--- config.mk ---
export PLATFORM = sky130hd
export DESIGN_NAME = bctl_top
export DESIGN_NICKNAME = d
export VERILOG_FILES = /design/src/rtl/bctl_pkg.sv /design/src/rtl/bctl_ctrl.sv /design/src/rtl/bctl_dp.sv /design/src/rtl/bctl_top.sv
export SDC_FILE = /design/constraint.sdc
export NUM_CORES = 1
export LEC_CHECK = 0
export BUFFER_PORTS_ARGS = -buffer_cell sky130_fd_sc_hd__buf_2
export CAP_MARGIN = 20
export CELL_PAD_IN_SITES_DETAIL_PLACEMENT = 0
export CELL_PAD_IN_SITES_GLOBAL_PLACEMENT = 2
export CORE_MARGIN = 8
export CORE_UTILIZATION = 18
export CTS_CLUSTER_DIAMETER = 30
export DETAILED_ROUTE_END_ITERATION = 16
export PLACE_DENSITY = 0.88
export SYNTH_ARGS = -nofsm -noshare
export SYNTH_HDL_FRONTEND = slang
export SYNTH_SLANG_ARGS = --single-unit
--- constraint.sdc ---
create_clock -name clk -period 1.2 [get_ports clk]
set_clock_uncertainty 0.1 [all_clocks]
set_input_delay 0.06 -clock clk [delete_from_list [all_inputs] [get_ports clk]]
set_output_delay 0.06 -clock clk [all_outputs]
set_load 0.02 [all_outputs]
--- src/rtl/bctl_pkg.sv ---
package bctl_pkg;
  localparam int REG_W   = 16;
  localparam int LANE_W  = 8;
  localparam int LANES   = REG_W / LANE_W;
  localparam logic [REG_W-1:0] CTRL_RW_MASK = 16'h005F;
  localparam int HOTRST_BIT = 6;
  localparam int SERR_BIT   = 1;
  localparam int PERE_BIT   = 0;
  localparam int DPD_BIT    = 8;
  localparam int DPD_LANE   = DPD_BIT / LANE_W;

  typedef enum logic [1:0] {
    KIND_OTHER = 2'd0,
    KIND_MWR   = 2'd1,
    KIND_CPL   = 2'd2,
    KIND_RSVD  = 2'd3
  } rxKind_e;

  typedef struct packed {
    logic [LANES-1:0] ctrlWr;
    logic             statClr;
    logic             statSet;
    logic             errPass;
    logic             rdCtrl;
    logic             rdStat;
  } bctlStrb_t;
endpackage

--- src/rtl/bctl_ctrl.sv ---
module bctl_ctrl
  import bctl_pkg::*;
#(
  parameter int ADDR_W = 8,
  parameter logic [ADDR_W-1:0] CTRL_OFS = 8'h3E,
  parameter logic [ADDR_W-1:0] STAT_OFS = 8'h1E
) (
  input  logic              cfgWe,
  input  logic [ADDR_W-1:0] cfgAddr,
  input  logic [LANES-1:0]  cfgByteEn,
  input  logic [REG_W-1:0]  cfgWrData,
  input  logic              rxValid,
  input  logic [1:0]        rxKind,
  input  logic              rxPoison,
  input  logic              errMsgValid,
  input  logic [1:0]        errMsgClass,
  input  logic              serrEn,
  input  logic              pereEn,
  output bctlStrb_t         strb
);
  logic hitCtrl, hitStat, kindOk;

  assign hitCtrl = (cfgAddr[ADDR_W-1:1] == CTRL_OFS[ADDR_W-1:1]);
  assign hitStat = (cfgAddr[ADDR_W-1:1] == STAT_OFS[ADDR_W-1:1]);
  assign kindOk  = (rxKind == KIND_MWR) || (rxKind == KIND_CPL);

  always_comb begin
    strb.ctrlWr  = (cfgWe && hitCtrl) ? cfgByteEn : '0;
    strb.statClr = cfgWe && hitStat && cfgByteEn[DPD_LANE] && cfgWrData[DPD_BIT];
    strb.statSet = rxValid && rxPoison && kindOk && pereEn;
    strb.errPass = errMsgValid && serrEn && (errMsgClass != 2'b11);
    strb.rdCtrl  = hitCtrl;
    strb.rdStat  = hitStat;
  end
endmodule

--- src/rtl/bctl_dp.sv ---
module bctl_dp
  import bctl_pkg::*;
(
  input  logic             clk,
  input  logic             rstN,
  input  bctlStrb_t        strb,
  input  logic [REG_W-1:0] cfgWrData,
  input  logic [1:0]       errMsgClass,
  output logic [REG_W-1:0] cfgRdData,
  output logic             serrEn,
  output logic             pereEn,
  output logic             hotResetReq,
  output logic             errFwdValid,
  output logic [1:0]       errFwdClass
);
  logic [REG_W-1:0] ctrlReg;
  logic             dpdReg;

  always_ff @(posedge clk or negedge rstN) begin
    if (!rstN) begin
      ctrlReg <= '0;
    end else begin
      for (int b = 0; b < LANES; b++) begin
        if (strb.ctrlWr[b])
          ctrlReg[b*LANE_W +: LANE_W] <= cfgWrData[b*LANE_W +: LANE_W] &
                                         CTRL_RW_MASK[b*LANE_W +: LANE_W];
      end
    end
  end

  always_ff @(posedge clk or negedge rstN) begin
    if (!rstN)              dpdReg <= 1'b0;
    else if (strb.statSet)  dpdReg <= 1'b1;
    else if (strb.statClr)  dpdReg <= 1'b0;
  end

  always_ff @(posedge clk or negedge rstN) begin
    if (!rstN) begin
      hotResetReq <= 1'b0;
      errFwdValid <= 1'b0;
      errFwdClass <= '0;
    end else begin
      hotResetReq <= ctrlReg[HOTRST_BIT];
      errFwdValid <= strb.errPass;
      if (strb.errPass) errFwdClass <= errMsgClass;
    end
  end

  assign serrEn = ctrlReg[SERR_BIT];
  assign pereEn = ctrlReg[PERE_BIT];

  always_comb begin
    cfgRdData = '0;
    if (strb.rdCtrl)      cfgRdData = ctrlReg;
    else if (strb.rdStat) cfgRdData[DPD_BIT] = dpdReg;
  end

  AST_HOTRST_RISE: assert property (@(posedge clk) disable iff (!rstN)
    $rose(hotResetReq) |-> $past(ctrlReg[HOTRST_BIT]));
  AST_FWD_NEEDS_SERR: assert property (@(posedge clk) disable iff (!rstN)
    errFwdValid |-> $past(ctrlReg[SERR_BIT]));
  AST_FWD_NO_RSVD: assert property (@(posedge clk) disable iff (!rstN)
    errFwdValid |-> (errFwdClass != 2'b11));
  AST_DPD_STICKY: assert property (@(posedge clk) disable iff (!rstN)
    ($past(dpdReg) && !$past(strb.statClr)) |-> dpdReg);
  AST_SET_WINS: assert property (@(posedge clk) disable iff (!rstN)
    $past(strb.statSet) |-> dpdReg);
endmodule

--- src/rtl/bctl_top.sv ---
module bctl_top
  import bctl_pkg::*;
#(
  parameter int ADDR_W = 8,
  parameter logic [ADDR_W-1:0] CTRL_OFS = 8'h3E,
  parameter logic [ADDR_W-1:0] STAT_OFS = 8'h1E
) (
  input  logic              clk,
  input  logic              rstN,
  input  logic              cfgWe,
  input  logic [ADDR_W-1:0] cfgAddr,
  input  logic [1:0]        cfgByteEn,
  input  logic [15:0]       cfgWrData,
  output logic [15:0]       cfgRdData,
  input  logic              rxValid,
  input  logic [1:0]        rxKind,
  input  logic              rxPoison,
  input  logic              errMsgValid,
  input  logic [1:0]        errMsgClass,
  output logic              hotResetReq,
  output logic              errFwdValid,
  output logic [1:0]        errFwdClass
);
  bctlStrb_t strb;
  logic serrEn, pereEn;

  bctl_ctrl #(.ADDR_W(ADDR_W), .CTRL_OFS(CTRL_OFS), .STAT_OFS(STAT_OFS)) u_ctrl (
    .cfgWe(cfgWe), .cfgAddr(cfgAddr), .cfgByteEn(cfgByteEn), .cfgWrData(cfgWrData),
    .rxValid(rxValid), .rxKind(rxKind), .rxPoison(rxPoison),
    .errMsgValid(errMsgValid), .errMsgClass(errMsgClass),
    .serrEn(serrEn), .pereEn(pereEn), .strb(strb)
  );

  bctl_dp u_dp (
    .clk(clk), .rstN(rstN), .strb(strb), .cfgWrData(cfgWrData),
    .errMsgClass(errMsgClass), .cfgRdData(cfgRdData),
    .serrEn(serrEn), .pereEn(pereEn), .hotResetReq(hotResetReq),
    .errFwdValid(errFwdValid), .errFwdClass(errFwdClass)
  );
endmodule

==> results of run 1 <==
-- metal layers --
metal  share of wire [%]  track usage, %
met1                  38            7.08
met2                  50            12.1
met3                  11            4.67
met4                   0            1.33
met5                   0               0
-- cell usage in the layout, fill, tap and decap left out --
cell type      instances
nor4_2                 1
buf_2                 29
dlygate4sd3_1         11
nand4bb_4              1
buf_6                  7
clkbuf_1               1
mux2_2                 6
nand3_1                2
nand4_1                1
nor2_4                 1
xor2_1                 1
nor3_4                 1
nor2_1                 2
o22a_1                 2
nand2_1                3
o21ai_0                1
nor4_1                 1
a21oi_1                1
dfrtp_1               11
buf_4                  5
clkbuf_4               3
inv_2                  1
conb_1                 9
and2_4                 2
and2_1                 4
-- report_power, final --
group | total, mW | leakage (nW) | internal [mW] | switching, mW
sequential | 0.418 | 0.146 | 0.402 | 0.0154
combinational | 0.209 | 0.364 | 0.0996 | 0.109
clock | 0.243 | 0.0150 | 0.128 | 0.115
-- repair_timing --
action	in CTS	in global routing
hold buffers	11	0
cloned	0	0
buffers inserted	1	0
hold endpoints to repair	21	0
gates resized for setup	14	5
endpoints found under the setup margin	7	7
-- flip-flops by register name, summed over array words and instances (netlist names) --
| signal | cells |
|---|---|
| u_dp.ctrlReg | 6 |
| u_dp.hotResetReq | 1 |
| u_dp.errFwdValid | 1 |
| u_dp.errFwdClass | 2 |
| u_dp.dpdReg | 1 |
-- final timing paths --
kind / start / endpoint / slack (ns) / cells after the start
worst max register to register: u_dp.ctrlReg[1] / u_dp.errFwdClass[0] / 0.22 / 3
worst min register to register: u_dp.ctrlReg[6] / u_dp.hotResetReq / 0.30 / 0
worst max-delay path: u_dp.dpdReg / cfgRdData[8] / -0.01 / 3
max in group asynchronous: rstN / u_dp.ctrlReg[3] / 0.71 / 2
worst min-delay path: errMsgValid / u_dp.errFwdValid / 0.02 / 3
min in group asynchronous: rstN / u_dp.errFwdClass[1] / 0.09 / 2
-- cells by family after synthesis --
| family | Yosys count | share of synthesized area (%) |
|---|---|---|
| AO/OA/AOI/OAI | 4 | 4.69 |
| XOR/XNOR | 1 | 1.49 |
| flip-flops | 11 | 46.9 |
| multiplexers | 6 | 11.5 |
| buffers and inverters | 10 | 12.2 |
| other | 1 | 0.639 |
| AND/OR/NAND/NOR | 19 | 22.6 |
-- final cells by class --
cell class	count	area share, %
Timing Repair Buffer	52	36.4
Multi-Input combinational cell	39	28.3
Sequential cell	11	27.0
Tap cell	44	5.39
Clock buffer	4	2.57
Inverter	1	0.368
-- tightest hold or removal path: stages --
cell     delay [ns]
buf_2          0.09
nand2_1        0.13
a21oi_1        0.06
==> impl.org, run 1 <==
** Cells and area
- Fraction of layout cells with a size suffix above 1 :: 53.3%
- Finished Layout Cells :: 151
- Area of the multi-input gates :: 289 sq um
- Antenna fix cells :: 0
- Cells fill 33.2% of the core in the end.
- Layout overhead on the synthesized area :: 74.0%
- Count of fill cells added during filler insertion :: 327
- Across the whole layout, storage elements account for 275 sq um.
- Non-Filler Cell Area, Final :: slightly above 0.001 sq mm
- The net count of the finished layout is 144.

** Placement
- Port buffering added 36 buffers.
- The congestion estimate from routability-driven global placement came to 0.738.
- Prior to clock tree synthesis, the placed netlist has a worst setup slack of -0.176 ns.
- Estimated wirelength of the detail-placed design :: 1460 um
- Summing all placed instances gives a cell area of 821 sq um.
- Cell count after placement :: 135

** Yosys
- Dominant cell type by area after synthesis :: dfrtp_1
- Post-synthesis cell area :: 587 sq um
- Among all flip-flop cells after synthesis, the most frequent one is dfrtp_1.
- A synthesized cell averages between 10 and 15 sq um.
- Of the post-synthesis cell area, the dominant cell type holds 46.9%.
- Of the synthesized area, sequential elements account for 46.9%.
- Post-synthesis sequential element count :: 11
- Counting instances in the post-synthesis netlist gives the leading cell types as 11 x dfrtp_1, 9 x buf_4, 6 x and2_1, 6 x mux2_2.
- Post-synth EDFFs :: 0
- Most common cell in the synthesized netlist :: dfrtp_1
- The number of different library cells used by synthesis comes to 17.
- During synthesis, Yosys emitted a total of 0 warnings.
- Synth top area cells :: dfrtp_1 47%, buf_4 12%, mux2_2 12%
- Count of mapped cells out of synthesis :: 52
- Counting flops with an async set or reset pin after synthesis yields a share of 100%.

** GRT
- The initial antenna violation count is 0.
- The first global-routing pass estimated 3020 um of wire.
- Remaining global-route overflow :: 0
- Global routing used 7.10% of the available tracks across all layers.
- Via count of the first global-routing pass :: 651
- Largest net degree at the start of global routing :: 12

** Routing
- Total iterations of the first detailed-routing run :: 2
- The detail route stage leaves a number of antenna-violating nets equal to 0.
- After detailed routing, the number of remaining DRC violations is 0.
- The routed design has around 1800 um of wire.
- For this block, the via count after detailed routing is 558.
- For this block, the initial DRC count from the detailed router was 4.
- Vias per std cell :: 3.70
- After detailed routing, the average wire length per cell comes to about 12 um.

** Worst setup path
- Among all stages on the critical path, the largest delay is contributed by dfrtp_1.
- Buf/Inv on CP :: 2
- Maximum net fanout on the critical path :: 2
- Setup crit end kind :: primary output
- Worst Setup Start Kind :: flip-flop
- Arrival time of data at the critical path endpoint :: 1.05 ns
- The critical path is of the flip-flop to primary output type.
- Cells traversed along the worst timing path :: inv_2 -> nor4_2 -> buf_4
- Kind of cell adding the most delay to the critical path :: flip-flops
- Max incr delay on CP :: 0.34 ns
- Required time reported for the critical path endpoint :: 1.04 ns

** Timing
- Final hold analysis gives a worst-case slack of about 0.021 ns.
- Number of max-slew violations in the final report :: 0
- The total count of hold-check failures in the final report came to 0.
- Share of the clock period used by the worst path after layout :: 101%
- For this run, the top clock speed supported by timing is between 800 and 900 MHz.
- Total Negative Setup Slacks :: -0.0140 ns
- Setup violations remaining at the end of the flow were counted as 1.
- Final critical-path setup slack :: -0.0140 ns
- Setup repair after global routing missed its margin :: true
- Subtracting the final worst setup slack from the clock period gives 1.21 ns.

** Die
- Number of rows in the core area :: 20
- Die boundary width :: 73.1 um
- Once the floorplan was initialized, standard cells occupied between 10% and 20% of the core.
- I/O pin total :: 56
- Die extent in y :: around 73 um
- The die covers 0.00534 sq mm.
- Floorplan Core Area :: 0.00308 sq mm

** Clock tree
- Deepest level of the CTS H-tree :: 1
- The cell sitting at the root of the clock tree is a clkbuf_4.
- Worst-skew pair later-pin latency :: 0.26 ns
- Clock tree from TritonCTS :: done
- Clock-pin slew of the registers on the worst-case setup and hold paths :: 0.07 ns
- Counting every sink on the clock net gives 11.
- TritonCTS created 3 clock buffers.
- Clock tree buffer depth :: 2

** Power and ir drop
- The completed layout was analyzed and its total power is 0.869 mW.
- Pwr Density :: 851 mW/mm^2
- IR analysis of the VDD net gives a maximum drop of approximately 0.71 mV.
- The analysis attributes to cell leakage a power of 0.525 nW.

** Min path
- Kind of path behind the tightest hold check :: input port to flip-flop

** Flow run
- Maximum capacitance violations :: 0

** Outcome
- Outcome :: finished, violations left
- Violations in the final reports :: setup timing
Power figures use the tool's default switching activity.
==> run 2: changes to the inputs <==
--- a/config.mk
+++ b/config.mk
@@ -7,7 +7,7 @@
 export LEC_CHECK = 0
 export BUFFER_PORTS_ARGS = -buffer_cell sky130_fd_sc_hd__buf_2
 export CAP_MARGIN = 20
-export CELL_PAD_IN_SITES_DETAIL_PLACEMENT = 0
+export CELL_PAD_IN_SITES_DETAIL_PLACEMENT = 2
 export CELL_PAD_IN_SITES_GLOBAL_PLACEMENT = 2
 export CORE_MARGIN = 8
 export CORE_UTILIZATION = 18
==> run 2 against run 1 <==
- the flow still finishes with violations (setup timing)
- largest cell class unchanged
- via count increased by 6.8%
- flip-flop and latch count unchanged
- critical endpoint unchanged
- highest routed layer is now met4
- critical path type unchanged
- clock power about the same
- fmax decreased by 1.4%
==> impl.org, run 2 (synthesized netlist as in run 1, its figures left out) <==
** Clock tree
- The clock passes through at most 2 buffers.
- TritonCTS created 3 clock buffers.
- Clock tree root driver cell :: clkbuf_4
- Total clock sinks :: 11
- The later pin in the worst-skew pair is clocked with a latency of 0.26 ns.
- TritonCTS built the clock tree.
- Clock-pin slew was measured on the worst setup and hold paths at 0.07 ns.
- Deepest level of the CTS H-tree :: 1

** Power and ir drop
- Reported leakage power :: about 0.54 nW
- Overall power consumption after layout is estimated at 0.884 mW.
- Worst vdd ir :: 0.410 mV
- In this run the power density over the cells is 833 mW/mm^2.

** Timing
- Share of the clock period used by the worst path after layout :: 103%
- Highest attainable clock frequency :: 812 MHz
- Post-route minimum period :: 1.23 ns
- Setup violations remaining at the end of the flow were counted as 1.
- Final hold violation count :: 0
- Number of max-slew violations in the final report :: 0
- Final critical-path setup slack :: -0.0316 ns
- After routing, the total negative slack on setup checks comes to -0.0316 ns.
- Setup repair after global routing could not meet its margin everywhere.

** Cells and area
- Leaving out fill and tap cells, the most frequent cell in the layout is buf_2.
- In the final layout, the share of cells above drive strength 1 is 57.4%.
- Highest-count cells in the layout ignoring fill and taps :: 28 x buf_2, 11 x dlygate4sd3_1, 11 x dfrtp_1
- Across the whole layout, storage elements account for 275 sq um.
- For this run, the post-layout net count is 145.
- Antenna fix cells :: 0
- The register with the most flip-flops in the layout has 6 of them.
- Leaving out filler cells and counting taps, the final layout contains 152.
- Biggest regs :: u_dp.ctrlReg: 6 flops, u_dp.errFwdClass: 2 flops
- The multi-input combinational cells in the finished layout cover a total of between 300 and 400 sq um.
- Layout overhead on the synthesized area :: 80.8%
- With fillers left out, the area of the finished cells amounts to 0.00106 sq mm.
- Counting flops per register, the top entry is u_dp.ctrlReg.
- Fill cells in the final layout number 334.

** Worst setup path
- Worst Setup Start Kind :: flip-flop
- Required time reported for the critical path endpoint :: 1.04 ns
- Max incr delay on CP :: 0.34 ns
- Cells traversed along the worst timing path :: inv_2 -> nor4_4 -> buf_4
- In this run the worst path has a maximum fanout of 2.
- Among all stages on the critical path, the largest delay is contributed by dfrtp_1.
- Arrival time of data at the critical path endpoint :: around 1.1 ns
- Setup crit end kind :: primary output
- The critical path in this run is classified as flip-flop to primary output.

** Die
- Die boundary width :: 73.1 um
- Die extent in y :: 73.1 um
- The die covers roughly 0.0053 sq mm.
- 56 I/O pins were placed.
- For this configuration, the core starts out at a cell density of 19.1%.
- Number of rows in the core area :: 20
- Floorplan Core Area :: 0.00308 sq mm

** Outcome
- Outcome :: finished, violations left
- Violations in the final reports :: setup timing

** Placement
- Port buffering added 36 buffers.
- Cell count after placement :: about 140
- RD Place Congestion :: 0.738
- After legalization and detailed placement, the total HPWL measured 1780 um.
- Placed inst area :: 821 sq um

** Flow run
- Across the run, the number of max-cap violations was 0.

** Routing
- In this run, the number of DRC markers left after iteration 0 of detailed routing was 4.
- In the routed layout, each cell is associated on average with a via count of 3.92.
- In the final routed layout, each cell accounts on average for 14.9 um.
- Drt drc :: 0
- Wires add up to 2260 um.
- The routed layout has 596 vias.
- Routed Antenna Nets :: 0
- The first TritonRoute pass finished after 2 iterations.

** GRT
- Largest net degree at the start of global routing :: 12
- Remaining global-route overflow :: 0
- Via count of the first global-routing pass :: between 600 and 700
- Global-route wire length before repair :: 3460 um
- Across every metal layer, demand over resource in global routing totals 8.38%.
- The initial antenna violation count is 0.

** Min path
- The tightest min-delay check is of the input port to flip-flop type.
## run 2: changes by cell type in the layout (fill, tap and decap cells not counted), sizes merged
cell / before / now
buf: 41 / 42
## run 2: worst max-delay path: cells and delay by family, from the launching register on
kind,cells,cell delay [ns]
and+or+nand+nor,1,0.24
buffers and inverters,2,0.23
DFF,1,0.34
## run 2: area by class of cell
type	instances	area share (%)
Inverter	1	0.354
Clock buffer	4	2.48
Multi-Input combinational cell	39	29.0
Tap cell	44	5.19
Timing Repair Buffer	53	37.0
Sequential cell	11	25.9
## run 2: worst paths after layout
path / startpoint / end / slack, ns / depth (start not counted)
setup / recovery: u_dp.dpdReg / cfgRdData[8] / -0.03 / 3
hold / removal: errMsgValid / u_dp.errFwdValid / 0.04 / 3
setup reg to reg: u_dp.ctrlReg[1] / u_dp.errFwdClass[1] / 0.20 / 3
hold reg to reg: u_dp.ctrlReg[6] / u_dp.hotResetReq / 0.30 / 0
max in group asynchronous: rstN / u_dp.ctrlReg[2] / 0.70 / 2
min in group asynchronous: rstN / u_dp.ctrlReg[1] / 0.09 / 2
## run 2: power breakdown
part | leakage, nW | total, mW | switching (mW) | internal, mW
Combinational | 0.378 | 0.220 | 0.117 | 0.103
Clock | 0.0150 | 0.243 | 0.115 | 0.128
Sequential | 0.146 | 0.420 | 0.0179 | 0.403
## run 2: repair_timing
| action | in CTS | in global routing |
|---|---|---|
| hold buffers | 11 | 0 |
| setup endpoints to repair | 7 | 7 |
| pin swaps | 0 | 4 |
| resized for setup | 18 | 9 |
| buffers inserted | 0 | 2 |
| hold endpoints to repair | 21 | 0 |
## run 2: per-layer routing
layer  routed length (um)  global-route usage, %  share of wire (%)
met1                  784                   7.34                 35
met2                 1300                   17.0                 57
met3                  172                   3.30                7.6
met4                    7                   2.00               0.31
met5                    0                      0                  0
## run 2: stage by stage
stage	setup WS, ns	utilization (%)	hold WS [ns]
CTS	-0.0773	32.8	0.0268
global route	-0.101	34.5	0.0522
global placement	-0.118	26.7	-0.166
detailed placement	-0.199	26.7	-0.146
finish	-0.0316	34.5	0.0368
floorplan	0.0116	-	-0.336
